`src/rtl/dwa_pkg.sv`:
```
package dwa_pkg;
  localparam int unsigned CELL_COUNT = 8;
  localparam int unsigned MAX_PTRS   = 4;
  localparam int unsigned MAG_W      = $clog2(CELL_COUNT + 1);
  localparam int unsigned SLOT_W     = $clog2(MAX_PTRS);
  localparam int unsigned IDX_W      = $clog2(CELL_COUNT);

  typedef struct packed {
    logic              clear;   // configuration changed: zero all pointers
    logic              load;    // a sample is being taken this cycle
    logic              bounce;  // back-and-forth rotation selected
    logic              neg;     // clamped code is negative
    logic [SLOT_W-1:0] slot;    // pointer used by this sample
    logic [MAG_W-1:0]  mag;     // clamped magnitude
  } ctrlStrobeT;
endpackage

```
`src/rtl/dwa_ctrl.sv`:
```
module dwa_ctrl
  import dwa_pkg::*;
#(
  parameter int CODE_W = 5
) (
  input  logic              clk,
  input  logic              rstN,
  input  logic              modeTernary,
  input  logic              typeBounce,
  input  logic [1:0]        ptrCountSel,
  input  logic              codeValid,
  input  logic [CODE_W-1:0] codeIn,
  output ctrlStrobeT        strobe
);
  localparam int CFG_W = 4;
  localparam logic signed [CODE_W-1:0] CODE_TOP = CODE_W'(CELL_COUNT);
  localparam logic signed [CODE_W-1:0] CODE_BOT = -CODE_TOP;

  logic [CFG_W-1:0] cfgNow, cfgQ;
  logic             cfgChanged;
  logic [SLOT_W:0]  liveCount;
  logic [SLOT_W-1:0] slotQ, slotNow, slotNext;
  logic signed [CODE_W-1:0] codeS, clamped, magWide;

  assign cfgNow     = {modeTernary, typeBounce, ptrCountSel};
  assign cfgChanged = (cfgNow != cfgQ);

  always_ff @(posedge clk) begin
    if (!rstN) cfgQ <= '0;
    else       cfgQ <= cfgNow;
  end

  // number of pointers in use
  always_comb begin
    case (ptrCountSel)
      2'd0:    liveCount = (SLOT_W+1)'(1);
      2'd1:    liveCount = (SLOT_W+1)'(2);
      default: liveCount = (SLOT_W+1)'(MAX_PTRS);
    endcase
  end

  assign slotNow  = cfgChanged ? '0 : slotQ;
  assign slotNext = (({1'b0, slotNow} + 1'b1) >= liveCount) ? '0 : slotNow + 1'b1;

  always_ff @(posedge clk) begin
    if (!rstN)          slotQ <= '0;
    else if (codeValid) slotQ <= slotNext;
    else if (cfgChanged) slotQ <= '0;
  end

  // clamp to the legal level range of the selected cell kind
  assign codeS = codeIn;
  always_comb begin
    clamped = codeS;
    if (modeTernary) begin
      if (codeS > CODE_TOP)      clamped = CODE_TOP;
      else if (codeS < CODE_BOT) clamped = CODE_BOT;
    end else begin
      if (codeS < 0)             clamped = '0;
      else if (codeS > CODE_TOP) clamped = CODE_TOP;
    end
  end
  assign magWide = (clamped < 0) ? -clamped : clamped;

  assign strobe.clear  = cfgChanged;
  assign strobe.load   = codeValid;
  assign strobe.bounce = typeBounce;
  assign strobe.neg    = (clamped < 0);
  assign strobe.slot   = slotNow;
  assign strobe.mag    = magWide[MAG_W-1:0];
endmodule

```
`src/rtl/dwa_path.sv`:
```
module dwa_path
  import dwa_pkg::*;
(
  input  logic                  clk,
  input  logic                  rstN,
  input  ctrlStrobeT            strobe,
  output logic [CELL_COUNT-1:0] cellPos,
  output logic [CELL_COUNT-1:0] cellNeg,
  output logic                  outValid
);
  localparam logic [MAG_W:0] SPAN = (MAG_W+1)'(CELL_COUNT);

  logic [MAG_W-1:0]        ptrQ  [MAX_PTRS];
  logic                    downQ [MAX_PTRS];
  logic [MAG_W-1:0]        base;
  logic                    goDown;
  logic [CELL_COUNT-1:0]   lowMask, wrapMask, bounceMask, mask;
  logic [2*CELL_COUNT-1:0] spread;
  logic [MAG_W:0]          sumW, wrapNext;
  logic                    upFit, dnFit;
  logic [MAG_W-1:0]        lo, bounceNext, nextPtr;
  logic                    bounceDown, nextDown;

  assign base   = strobe.clear ? '0 : ptrQ[strobe.slot];
  assign goDown = strobe.clear ? 1'b0 : downQ[strobe.slot];

  assign lowMask = {CELL_COUNT{1'b1}} >> (CELL_COUNT - int'(strobe.mag));
  assign sumW    = {1'b0, base} + {1'b0, strobe.mag};

  // wrapping rotation
  assign spread   = {{CELL_COUNT{1'b0}}, lowMask} << base[IDX_W-1:0];
  assign wrapMask = spread[CELL_COUNT-1:0] | spread[2*CELL_COUNT-1:CELL_COUNT];
  assign wrapNext = (sumW >= SPAN) ? sumW - SPAN : sumW;

  // back-and-forth rotation
  assign upFit = (sumW <= SPAN);
  assign dnFit = (base >= strobe.mag);

  always_comb begin
    if (!goDown) begin
      if (upFit) begin
        lo = base; bounceNext = sumW[MAG_W-1:0]; bounceDown = 1'b0;
      end else if (dnFit) begin
        lo = base - strobe.mag; bounceNext = lo; bounceDown = 1'b1;
      end else begin
        lo = MAG_W'(CELL_COUNT) - strobe.mag; bounceNext = lo; bounceDown = 1'b1;
      end
    end else begin
      if (dnFit) begin
        lo = base - strobe.mag; bounceNext = lo; bounceDown = 1'b1;
      end else if (upFit) begin
        lo = base; bounceNext = sumW[MAG_W-1:0]; bounceDown = 1'b0;
      end else begin
        lo = '0; bounceNext = strobe.mag; bounceDown = 1'b0;
      end
    end
  end
  assign bounceMask = lowMask << lo;

  assign mask     = strobe.bounce ? bounceMask : wrapMask;
  assign nextPtr  = strobe.bounce ? bounceNext : wrapNext[MAG_W-1:0];
  assign nextDown = strobe.bounce ? bounceDown : 1'b0;

  // one register bank per pointer
  for (genvar p = 0; p < MAX_PTRS; p++) begin : gBank
    logic [MAG_W-1:0] ptrR;
    logic             downR;
    always_ff @(posedge clk) begin
      if (!rstN) begin
        ptrR  <= '0;
        downR <= 1'b0;
      end else if (strobe.load && strobe.slot == SLOT_W'(p)) begin
        ptrR  <= nextPtr;
        downR <= nextDown;
      end else if (strobe.clear) begin
        ptrR  <= '0;
        downR <= 1'b0;
      end
    end
    assign ptrQ[p]  = ptrR;
    assign downQ[p] = downR;
  end

  always_ff @(posedge clk) begin
    if (!rstN) begin
      cellPos  <= '0;
      cellNeg  <= '0;
      outValid <= 1'b0;
    end else begin
      outValid <= strobe.load;
      if (strobe.load) begin
        cellPos <= strobe.neg ? '0 : mask;
        cellNeg <= strobe.neg ? mask : '0;
      end
    end
  end
endmodule

```
`src/rtl/dwa_sel.sv`:
```
module dwa_sel
  import dwa_pkg::*;
#(
  parameter int CODE_W = 5
) (
  input  logic                  clk,
  input  logic                  rstN,
  input  logic                  modeTernary,
  input  logic                  typeBounce,
  input  logic [1:0]            ptrCountSel,
  input  logic                  codeValid,
  input  logic [CODE_W-1:0]     codeIn,
  output logic [CELL_COUNT-1:0] cellPos,
  output logic [CELL_COUNT-1:0] cellNeg,
  output logic                  outValid
);
  ctrlStrobeT strobe;

  dwa_ctrl #(.CODE_W(CODE_W)) uCtrl (
    .clk(clk), .rstN(rstN), .modeTernary(modeTernary), .typeBounce(typeBounce),
    .ptrCountSel(ptrCountSel), .codeValid(codeValid), .codeIn(codeIn), .strobe(strobe)
  );

  dwa_path uPath (
    .clk(clk), .rstN(rstN), .strobe(strobe),
    .cellPos(cellPos), .cellNeg(cellNeg), .outValid(outValid)
  );
endmodule

```
`config.mk`:
```
export PLATFORM = sky130hd
export DESIGN_NAME = dwa_sel
export DESIGN_NICKNAME = d
export VERILOG_FILES = /design/src/rtl/dwa_pkg.sv /design/src/rtl/dwa_ctrl.sv /design/src/rtl/dwa_path.sv /design/src/rtl/dwa_sel.sv
export SDC_FILE = /design/constraint.sdc
export NUM_CORES = 1
export LEC_CHECK = 0
export BUFFER_PORTS_ARGS = -buffer_cell sky130_fd_sc_hd__buf_4
export CAP_MARGIN = 10
export CORE_UTILIZATION = 55
export CTS_CLUSTER_SIZE = 12
export DETAILED_ROUTE_END_ITERATION = 16
export GPL_ROUTABILITY_DRIVEN = 0
export PLACE_DENSITY = 0.77
export RECOVER_POWER = 25
export SYNTH_ARGS = -nofsm -noshare
export SYNTH_HDL_FRONTEND = slang
export SYNTH_SLANG_ARGS = --single-unit
```
`constraint.sdc`:
```
create_clock -name clk -period 5.4 [get_ports clk]
set_clock_uncertainty 0.1 [all_clocks]
set_input_delay 0.81 -clock clk [delete_from_list [all_inputs] [get_ports clk]]
set_output_delay 0.81 -clock clk [all_outputs]
set_load 0.01 [all_outputs]
```
## Yosys cells after proc, flatten, opt, wreduce, memory -nomap -nowiden

Cells that the tools add are included.

| cells by class | value |
|---|---|
| $add $sub $neg | 8 |
| $lt $le $gt $ge | 9 |
| equality and inequality tests | 5 |
| shift-type cells | 3 |
| muxes and demuxes | 46 |
| bitwise logic cells | 2 |
| reductions and logical operators | 10 |

Operator list:

| cell | number |
|---|---|
| $mux 4 | 20 |
| $shr 8x32->8 const A | 1 |
| $mux 5 | 5 |
| $mux 8 | 3 |
| $shl 8x3->16 | 1 |
| $mux 1 | 12 |
| $lt 5x1->1 const B | 2 |
| $bmux 4 s2 | 1 |
| $or 8x8->8 | 1 |
| $reduce_bool 2->1 | 4 |
| $shl 8x4->8 | 1 |
| $mux 2 | 3 |
| $pmux 3 s2 | 1 |
| $add 4x4->5 | 1 |
| $ge 5x4->1 const B | 1 |
| $gt 5x5->1 const B | 1 |
| $le 5x4->1 const B | 1 |
| $lt 5x4->1 const B | 1 |
| $sub 4x4->5 const A | 1 |
| $eq 2x1->1 const B | 2 |
| $eq 2x2->1 const B | 2 |
| $ge 4x4->1 | 1 |
| $logic_and 1x1->1 | 4 |
| $logic_not 2->1 | 2 |
| other kinds (11) | 11 |

| word-level totals | value |
|---|---|
| flip-flop bits (word level) | 43 |
| input port bits | 12 |
| output and inout port bits | 17 |
| logic and storage cells | 96 |

## Logic depth before layout (Yosys ltp)

Gate-level depths: netlist (run 1).

| logic depth | value |
|---|---|
| word-level depth | 15 |
| gate-level depth with buffers | 19 |
| mapped depth without buffers | 16 |

## Modules after synthesis

A second synthesis (run 1) with hierarchy kept.

| second synthesis, totals | value |
|---|---|
| cell total of the unflattened synthesis | 429 |
| area, all modules | 3539.6 um^2 |

Modules (own cells, without submodules):

| module | times used | cells an instance | area an instance (um^2) | seq. area each (um^2) |
|---|---|---|---|---|
| dwa_path | 1 | 375 | 3078.0 | 740.7 |
| dwa_ctrl | 1 | 54 | 461.7 | 120.1 |

## Worst setup path after synthesis (run 1)

OpenSTA, ideal clock, no wires.

| timing | value |
|---|---|
| path kind | input-to-reg |
| start point | input modeTernary |
| end point | register uPath.cellNeg[7] |
| setup time | 122 ps |
| arrival | 5022 ps |
| data required time | 5178 ps |
| slack | 156 ps |
| cell stages on the path | 18 |
| buffers on the path | 3 |
| cell sequence | buf_2 -> xor2_1 -> nor4_4 -> buf_2 -> and2_0 -> nand2_1 -> fa_1 -> xor2_1 -> o221ai_1 -> o311ai_4 -> nor4_2 -> mux2_2 -> buf_4 -> nand3b_1 -> a21oi_2 -> a211o_1 -> o21ai_1 -> a221o_1 |

| on the way | value |
|---|---|
| cells in the longest elaborated chain, start to end | 15 |
| elaborated cells on any way between the ends | 32 |
| classes of those cells | 5 x add/sub; 3 x order compare; 1 x eq/ne; 3 x shift; 18 x mux; 2 x bitwise |

Ends and longest elaborated chain:

| item | RTL line | source |
|---|---|---|
| from (decl) | dwa_sel.sv:8 | `input logic modeTernary,` |
| $ne 4x4->1 | dwa_ctrl.sv:26 | `assign cfgChanged = (cfgNow != cfgQ);` |
| $mux 2 | dwa_ctrl.sv:42 | `assign slotNow = cfgChanged ? '0 : slotQ;` |
| $not 2->3 (implied by the code) | dwa_path.sv:24, dwa_path.sv:25 |  |
| $bmux 4 s2 | dwa_path.sv:24 | `assign base = strobe.clear ? '0 : ptrQ[strobe.slot];` |
| $mux 4 (implied by the code) (2 in a row) | dwa_path.sv:24 |  |
| $mux 4 | dwa_path.sv:24 |  |
| $add 4x4->5 | dwa_path.sv:28 | `assign sumW = {1'b0, base} + {1'b0, strobe.mag};` |
| $le 5x4->1 | dwa_path.sv:36 | `assign upFit = (sumW <= SPAN);` |
| $mux 4 | dwa_path.sv:51 | `end else if (upFit) begin` |
| $mux 4 | dwa_path.sv:49 | `if (dnFit) begin` |
| $mux 4 | dwa_path.sv:40 | `if (!goDown) begin` |
| $shl 8x4->8 | dwa_path.sv:58 | `assign bounceMask = lowMask << lo;` |
| $mux 8 | dwa_path.sv:60 | `assign mask = strobe.bounce ? bounceMask : wrapMask;` |
| $mux 8 * | dwa_path.sv:93 | `cellNeg <= strobe.neg ? mask : '0;` |
| to (signal assigned) | dwa_path.sv:93 |  |
| to (decl) | dwa_path.sv:8 | `output logic [CELL_COUNT-1:0] cellNeg,` |

Every way passes the cells marked *; elsewhere a longest branch is shown, timed or not. The select of a mux whose other input is x is not followed.
A chain may end at the register's enable or synchronous reset.

## Worst setup path in the final report (run 1)

| timing | value |
|---|---|
| start point | input ptrCountSel[1] |
| end point | register uPath.cellNeg[5] |

| on the way | value |
|---|---|
| cells in the longest elaborated chain, start to end | 15 |
| elaborated cells on any way between the ends | 25 |
| classes of those cells | 2 x add/sub; 2 x order compare; 1 x eq/ne; 2 x shift; 16 x mux; 2 x bitwise |

Ends and longest elaborated chain:

| item | RTL line | source |
|---|---|---|
| from (decl) | dwa_sel.sv:10 | `input logic [1:0] ptrCountSel,` |
| $ne 4x4->1 * | dwa_ctrl.sv:26 |  |
| $mux 2 | dwa_ctrl.sv:42 |  |
| $not 2->3 (implied by the code) | dwa_path.sv:24, dwa_path.sv:25 |  |
| $bmux 4 s2 | dwa_path.sv:24 |  |
| $mux 4 (implied by the code) (2 in a row) | dwa_path.sv:24 |  |
| $mux 4 | dwa_path.sv:24 |  |
| $add 4x4->5 | dwa_path.sv:28 |  |
| $le 5x4->1 | dwa_path.sv:36 |  |
| $mux 4 | dwa_path.sv:51 |  |
| $mux 4 | dwa_path.sv:49 |  |
| $mux 4 | dwa_path.sv:40 |  |
| $shl 8x4->8 | dwa_path.sv:58 |  |
| $mux 8 * | dwa_path.sv:60 |  |
| $mux 8 * | dwa_path.sv:93 |  |

Marks and branches as above.

==> results of run 1 <==
[power breakdown]
| group | switching (mW) | internal (mW) | total (mW) |
|---|---|---|---|
| Clock | 0.115 | 0.116 | 0.232 |
| Sequential | 0.00632 | 0.327 | 0.333 |
| Combinational | 0.166 | 0.104 | 0.270 |
[per-layer routing]
| metal | track usage, % | vias to the layer above | share of wire [%] | wire length, um |
|---|---|---|---|---|
| met2 | 46.81 | 141 | 45 | 3996 |
| li1 | - | 1596 | - | - |
| met4 | 7.143 | 0 | 1.6 | 142 |
| met5 | 0 | - | 0 | 0 |
| met3 | 4.157 | 16 | 7.2 | 646 |
| met1 | 40.61 | 1566 | 46 | 4129 |
[worst paths after layout]
| path | from | endpoint | slack, ns | cells after the start |
|---|---|---|---|---|
| max | ptrCountSel[1] | uPath.cellNeg[5]$_SDFFE_PN0P_ | 0.41 | 16 |
| min | uPath.cellPos[6]$_SDFFE_PN0P_ | uPath.cellPos[6]$_SDFFE_PN0P_ | 0.36 | 2 |
| max reg2reg | uCtrl.slotQ[0]$_SDFF_PN0_ | uPath.cellPos[6]$_SDFFE_PN0P_ | 0.65 | 14 |
| min reg2reg | uPath.cellPos[6]$_SDFFE_PN0P_ | uPath.cellPos[6]$_SDFFE_PN0P_ | 0.36 | 2 |
[registers in the layout, summed over array words and instances (netlist names)]
| name | cells |
|---|---|
| uCtrl.cfgQ | 4 |
| uPath.cellNeg | 8 |
| uPath.cellPos | 8 |
| uCtrl.slotQ | 2 |
| uPath.gBank.downR | 4 |
| uPath.outValid | 1 |
| uPath.gBank.ptrR | 16 |
[cells in the final DEF, fill, tap and decap left out, drive strengths merged, types with 10 or more instances in the layout]
cell	netlist	routed
inv	18	18
buf	13	32
nor2	18	18
nand3	37	37
o21ai	38	38
a21boi	10	10
clkbuf	12	18
and2	23	23
dfxtp	43	43
a21oi	31	31
ha	15	15
nand2	44	44
[critical path, stage by stage]
cell and delay [ns]:
sky130_fd_sc_hd__buf_4 0.12, sky130_fd_sc_hd__xor2_1 0.16, sky130_fd_sc_hd__nor4_4 0.44, sky130_fd_sc_hd__and2_1 0.25
sky130_fd_sc_hd__inv_1 0.08, sky130_fd_sc_hd__fa_1 0.45, sky130_fd_sc_hd__xor2_1 0.21, sky130_fd_sc_hd__o221ai_1 0.30
sky130_fd_sc_hd__o311ai_4 0.20, sky130_fd_sc_hd__or4_1 0.76, sky130_fd_sc_hd__o21ai_2 0.28, sky130_fd_sc_hd__nand2_1 0.11
sky130_fd_sc_hd__a32oi_1 0.22, sky130_fd_sc_hd__nor2_1 0.05, sky130_fd_sc_hd__or3_1 0.43, sky130_fd_sc_hd__a22o_1 0.22
[layout make-up]
cell class / count / area share, %
Clock buffer: 7 / 2.550
Multi-Input combinational cell: 335 / 62.55
Inverter: 20 / 1.987
Tap cell: 75 / 2.483
Sequential cell: 43 / 22.78
Clock inverter: 1 / 0.1987
Timing Repair Buffer: 43 / 7.450
[kinds of logic (layout without fill, tap and decap cells)]
kind of cell | after synthesis | count (layout) | synth area share, %
AO/OA/AOI/OAI | 136 | 136 | 29.23
flip-flops | 43 | 43 | 25.14
adder cells (fa/ha/maj) | 22 | 22 | 8.111
AND/OR/NAND/NOR | 154 | 154 | 23.53
buffers and inverters | 45 | 71 | 5.845
XOR/XNOR | 13 | 13 | 3.325
multiplexers | 10 | 10 | 4.823
==> results.rst, run 1 <==
.. list-table::
   :header-rows: 1

   * - Metric
     - Value
   * - Run status
     - complete, no violations
   * - Power density of the placed cells
     - 221.0 mW/mm^2
   * - Number of nets in the final layout
     - 477
   * - Critical path class
     - primary input to flip-flop
   * - Synthesis-stage register bit count
     - 43
   * - Ports placed on the boundary
     - 29
   * - Synthesis-to-layout area growth
     - 10.34%
   * - Worst slack at placement
     - 0.1486 ns
   * - Register area
     - 860.8 um^2
   * - Slew Viols, Final
     - 0
   * - Final antenna diode count
     - 0
   * - Clock insertion delay at the later pin of the skew report
     - 0.30 ns
   * - IR drop worst, VDD
     - 0.1755 mV
   * - Floorplan core area
     - 0.005956 mm^2
   * - Global router's overall resource usage
     - 29.05%
   * - Share of the clock period used by the worst path after layout
     - 92.48%
   * - Initial detailed-routing violation count
     - 351
   * - Worst min-delay path category
     - flip-flop to flip-flop
   * - Sink count of the clock tree
     - 43
   * - Total non-filler cell area in the finished layout
     - 0.003779 mm^2
   * - First-pass GRT wire length
     - 14,680 um
   * - Die outline area
     - 0.006546 mm^2
   * - Cell chosen for the clock root
     - sky130_fd_sc_hd__clkbuf_8
   * - Leakage power
     - 1.476 nW
   * - Worst Max-Slew Pin Slew
     - 1.006 ns
   * - Hold violation total from the final report
     - 0
   * - Cell Count, Final, Fillers Out
     - 524
   * - Part of the Yosys area used for sequential elements
     - 25.14%
   * - Post-Synthesis Cells
     - 423
   * - Worst-path fanout max
     - 7
   * - Number of buffers on the longest clock path
     - 2
   * - Number of placed instances, taps included
     - 516
   * - Row cnt
     - 28
   * - Number of antenna violations at the first check in global routing
     - 0
   * - CTS resizes
     - 0
   * - Per-instance average area after synthesis
     - 8.096 um^2
   * - Fin worst setup slack
     - 0.4062 ns
   * - Fraction of final layout cells sized beyond drive strength 1
     - 14.25%
   * - Tmin final
     - 4.994 ns
   * - Top cell types by occurrence after synthesis
     - sky130_fd_sc_hd__dfxtp_1 (43), sky130_fd_sc_hd__nand2_1 (43), sky130_fd_sc_hd__nand3_1 (36)
   * - Critical Path AT
     - 5.09 ns
   * - Wire length per cell after detailed routing
     - 17.01 um
   * - Remaining max-slew budget at the tightest pin
     - 32.80%
   * - Detailed-route DRC error count
     - 0
   * - Final core utilization
     - 63.45%
   * - CP Data Required Time
     - 5.50 ns
   * - Crit start category
     - primary input
   * - Number of clock buffers inserted by TritonCTS
     - 5
   * - Die Width
     - 80.91 um
   * - Post-Syn Nets
     - 452
   * - Syn. warnings
     - 0
   * - Sum of routed wire length over all layers
     - 8915 um
   * - Number of filler instances in the final layout
     - 536
   * - Count of input and output buffers
     - 28
   * - Post-synth EDFFs
     - 0
   * - Fraction of synthesis flops using an asynchronous set or reset pin
     - 0%
   * - Number of max-capacitance violations reported
     - 0
   * - Max Fclk
     - 200.2 MHz
   * - Power consumption
     - 0.8350 mW
   * - Final hold slack
     - 0.3573 ns
   * - Worst setup EP type
     - flip-flop
   * - Overall overflow remaining after global route
     - 0
   * - Share of Yosys cell area claimed by the top area cell type
     - 25.14%
   * - Placed cell area
     - 0.003716 mm^2
   * - Total Negative Setup Slacks
     - 0 ns
   * - Via count of the routed design
     - 3,319
   * - Clock slew seen by the registers of the worst setup and hold paths
     - 0.08 ns
   * - Number of distinct standard cells referenced by the synthesized netlist
     - 80
   * - RSZ-0062 raised after global routing
     - false
   * - Leading register cell type out of synthesis
     - sky130_fd_sc_hd__dfxtp_1
   * - Multi-input gate area
     - 0.002364 mm^2
   * - DRT antenna net count
     - 0
   * - Number of iterations in the first detailed-routing pass
     - 6
   * - TritonCTS clock tree
     - done
   * - Number of buffers inserted for hold repair after clock tree synthesis
     - 0
   * - Library cell with the largest summed area after synthesis
     - sky130_fd_sc_hd__dfxtp_1
   * - Post-Syn Area
     - 0.003425 mm^2
   * - Count of buffers added by post-CTS timing repair for setup
     - 0
   * - # H-tree levels
     - 2
   * - Pin count of the biggest net entering global routing
     - 29
   * - Initial cell density of the core
     - 57.50%
   * - Number of global-route vias before repair
     - 2,978
   * - DR vias/cell
     - 6.334
   * - DIE HEIGHT
     - 80.91 um
   * - Setup violation total in the final timing report
     - 0
   * - Placed wire-length estimate
     - 6772 um
   * - Dominant cells by area after synthesis
     - sky130_fd_sc_hd__dfxtp_1 (25%), sky130_fd_sc_hd__ha_1 (5.5%), sky130_fd_sc_hd__nand3_1 (5.3%), sky130_fd_sc_hd__o21ai_0 (5.0%), sky130_fd_sc_hd__nand2_1 (4.7%)
Note: power is estimated with default switching activity, not from simulation.
==> inputs of run 2 (changes only) <==
--- a/config.mk
+++ b/config.mk
@@ -7,12 +7,12 @@
 export LEC_CHECK = 0
 export BUFFER_PORTS_ARGS = -buffer_cell sky130_fd_sc_hd__buf_4
 export CAP_MARGIN = 10
-export CORE_UTILIZATION = 55
+export CORE_UTILIZATION = 40
 export CTS_CLUSTER_SIZE = 12
 export DETAILED_ROUTE_END_ITERATION = 16
 export GPL_ROUTABILITY_DRIVEN = 0
-export PLACE_DENSITY = 0.77
 export RECOVER_POWER = 25
+export SLEW_MARGIN = 20
 export SYNTH_ARGS = -nofsm -noshare
 export SYNTH_HDL_FRONTEND = slang
 export SYNTH_SLANG_ARGS = --single-unit
==> run 2 against run 1 <==
Worst setup slack improved by 0.063 ns. Utilization fell by 17 points. Global-route usage fell by 7.1 points. Flip-flop and latch count did not move. Clock power fell by 12%. Sequential power barely moved. Cell area rose by 0.89%. Critical endpoint is now uPath.cellPos[4]$_SDFFE_PN0P_. Critical path depth rose by 1. Sequential share of layout area fell by 0.20 points. Non-clock buffer count rose by 2. Worst hold slack got worse by 0.0037 ns. Fmax rose by 1.3%.
==> results.rst, run 2 (synthesis gave the netlist of run 1 again) <==
.. list-table::
   :header-rows: 1

   * - Metric
     - Value
   * - Run status
     - complete, no violations
   * - CTS resizes
     - 0 (unchanged)
   * - R2R setup slack
     - 0.56 ns (-0.09 ns)
   * - Via count of the routed design
     - 3,287 (-0.96%)
   * - Critical path class
     - primary input to flip-flop
   * - Number of antenna violations at the first check in global routing
     - 0 (unchanged)
   * - Number of placed instances, taps included
     - 548 (+6.2%)
   * - Leakage power
     - 1.477 nW (about the same)
   * - Crit start category
     - primary input
   * - Slew Viols, Final
     - 0 (unchanged)
   * - Commonest cells after routing, fill and taps aside
     - sky130_fd_sc_hd__nand2_1 (43), sky130_fd_sc_hd__dfxtp_1 (43), sky130_fd_sc_hd__nand3_1 (36), sky130_fd_sc_hd__o21ai_0 (34), sky130_fd_sc_hd__buf_4 (34)
   * - Worst min-delay path category
     - flip-flop to flip-flop
   * - Sum of routed wire length over all layers
     - 9216 um (+3.4%)
   * - Critical Path Max Stage Delay
     - 0.41 ns (-0.35 ns)
   * - Row cnt
     - 33 (+18%)
   * - Total Negative Setup Slacks
     - 0 ns (unchanged)
   * - Overall overflow remaining after global route
     - 0 (unchanged)
   * - Worst-path fanout max
     - 11 (+4)
   * - Worst-path cell chain
     - buf_4 > xor2_1 > nor4_4 > and2_0 > buf_4 > inv_1 > ha_1 > fa_1 > a21boi_1 > o311a_1 > o211a_1 > a2bb2oi_1 > mux2_2 > a221oi_1 > o21ai_0 > a311oi_1 > nor2b_1
   * - Worst Hold Path Cells
     - 2 (unchanged)
   * - Ports placed on the boundary
     - 29 (unchanged)
   * - Floorplan core area
     - 0.008258 mm^2 (+39%)
   * - R2r startpoint
     - uCtrl.slotQ[0]$_SDFF_PN0_
   * - Die outline area
     - 0.008935 mm^2 (+37%)
   * - Die Width
     - 94.53 um (+17%)
   * - Detailed-route DRC error count
     - 0 (unchanged)
   * - Hold violation total from the final report
     - 0 (unchanged)
   * - Initial cell density of the core
     - 41.47% (-16 points)
   * - Number of iterations in the first detailed-routing pass
     - 6 (unchanged)
   * - First-pass GRT wire length
     - 15,320 um (+4.4%)
   * - Synthesis-to-layout area growth
     - 11.33%
   * - Cell chosen for the clock root
     - sky130_fd_sc_hd__clkbuf_8
   * - Placed wire-length estimate
     - 7072 um (+4.4%)
   * - Critical Path AT
     - 5.01 ns (-0.08 ns)
   * - Largest registers ranked by flip-flop count
     - uPath.gBank.ptrR (16), uPath.cellNeg (8), uPath.cellPos (8)
   * - Count of buffers added by post-CTS timing repair for setup
     - 0 (unchanged)
   * - Share of the clock period used by the worst path after layout
     - 91.30% (-1.2 points)
   * - Tmin final
     - 4.930 ns (-0.06346 ns)
   * - Wire length per cell after detailed routing
     - 16.58 um (-2.6%)
   * - Fraction of final layout cells sized beyond drive strength 1
     - 14.41% (+0.16 points)
   * - Number of max-capacitance violations reported
     - 0 (unchanged)
   * - Power consumption
     - 0.8080 mW (-3.2%)
   * - Setup violation total in the final timing report
     - 0 (unchanged)
   * - Hold endpoint
     - uPath.cellPos[6]$_SDFFE_PN0P_
   * - Sink count of the clock tree
     - 43 (unchanged)
   * - DR vias/cell
     - 5.912 (-6.7%)
   * - Clock slew seen by the registers of the worst setup and hold paths
     - 0.08 ns (about the same)
   * - Clock insertion delay at the later pin of the skew report
     - 0.29 ns (about the same)
   * - Cells on worst reg2reg path
     - 14 (unchanged)
   * - CP Data Required Time
     - 5.48 ns (-0.02 ns)
   * - Final core utilization
     - 46.17% (-17 points)
   * - Initial detailed-routing violation count
     - 252 (-28%)
   * - Library cell appearing most often on the critical path
     - sky130_fd_sc_hd__buf_4
   * - Worst Max-Slew Pin Slew
     - 1.106 ns (+0.09997 ns)
   * - Cell Count, Final, Fillers Out
     - 556 (+6.1%)
   * - Remaining max-slew budget at the tightest pin
     - 26.13% (-6.7 points)
   * - Worst Min Path Start
     - uPath.cellPos[6]$_SDFFE_PN0P_
   * - Power density of the placed cells
     - 211.9 mW/mm^2 (-4.1%)
   * - Pin count of the biggest net entering global routing
     - 30 (+3.4%)
   * - Worst setup EP type
     - flip-flop
   * - DIE HEIGHT
     - 94.53 um (+17%)
   * - Max Fclk
     - 202.8 MHz (+1.3%)
   * - DRT antenna net count
     - 0 (unchanged)
   * - IR drop worst, VDD
     - 0.1368 mV (-22%)
   * - Count of input and output buffers
     - 28 (unchanged)
   * - Largest register FFs
     - 16 (unchanged)
   * - Number of buffers on the longest clock path
     - 2 (unchanged)
   * - Number of clock buffers inserted by TritonCTS
     - 5 (unchanged)
   * - Final antenna diode count
     - 0 (unchanged)
   * - TritonCTS clock tree
     - done
   * - Terminus of the critical flop-to-flop path
     - uPath.cellPos[6]$_SDFFE_PN0P_
   * - Global router's overall resource usage
     - 21.91% (-7.1 points)
   * - Critical-path cell with the highest stage delay
     - sky130_fd_sc_hd__fa_1
   * - # H-tree levels
     - 2 (unchanged)
   * - RSZ-0062 raised after global routing
     - false
   * - Number of nets in the final layout
     - 479 (+0.42%)
   * - Number of global-route vias before repair
     - 2,995 (+0.57%)
   * - Reg with most FFs
     - uPath.gBank.ptrR
   * - Number of buffers inserted for hold repair after clock tree synthesis
     - 0 (unchanged)
run 2: layer usage:
layer / GRT usage (%) / up-vias / wire length, um
met4: 5.556 / 0 / 156
met2: 33.57 / 123 / 3974
met5: 0 / - / 0
li1: - / 1600 / -
met1: 32.68 / 1546 / 4639
met3: 2.013 / 18 / 446
run 2: power breakdown:
| group | internal (mW) | leakage, nW | switching (mW) |
|---|---|---|---|
| Combinational | 0.105 | 1.09 | 0.166 |
| Clock | 0.0905 | 0.0412 | 0.113 |
| Sequential | 0.327 | 0.349 | 0.00629 |
| Total | 0.522 | 1.48 | 0.286 |
run 2: stage by stage:
step	hold WS, ns	cell area (um^2)	worst slack (ns)
after floorplan	0.3497	3425	0.1563
after CTS	0.3579	3854	0.5066
final	0.3536	3812	0.4696
after detailed placement	0.3452	3769	0.2066
after global routing	0.3710	3812	0.07413
after global placement	0.3394	3769	0.2460
run 2: worst max-delay path: cells and delay by family:
kind / cells / cell delay (ns)
AND/OR/NAND/NOR: 3 / 0.68
AO/OA/AOI/OAI: 7 / 1.94
buffers and inverters: 3 / 0.41
adder cells (fa/ha/maj): 2 / 0.63
multiplexers: 1 / 0.36
XOR/XNOR: 1 / 0.16
run 2: cell type report:
| class | instances | area, um^2 |
|---|---|---|
| Multi-Input combinational cell | 335 | 2364 |
| Clock inverter | 2 | 12.51 |
| Fill cell | 865 | 4446 |
| Tap cell | 105 | 131.4 |
| Sequential cell | 43 | 860.8 |
| Timing Repair Buffer | 45 | 296.5 |
| Clock buffer | 6 | 72.57 |
| Inverter | 20 | 75.07 |
run 2: how the worst max path moves through the flow:
stage                   start                       endpoint  slack (ns)
4_1_cts        ptrCountSel[1]  uPath.cellPos[4]$_SDFFE_PN0P_        0.51
2_1_floorplan     modeTernary  uPath.cellNeg[7]$_SDFFE_PN0P_        0.16
3_5_place_dp   ptrCountSel[1]  uPath.cellPos[5]$_SDFFE_PN0P_        0.21
3_3_place_gp        codeIn[4]  uPath.cellNeg[5]$_SDFFE_PN0P_        0.25
5_1_grt        ptrCountSel[1]  uPath.cellPos[4]$_SDFFE_PN0P_        0.07
6_report       ptrCountSel[1]  uPath.cellPos[4]$_SDFFE_PN0P_        0.47
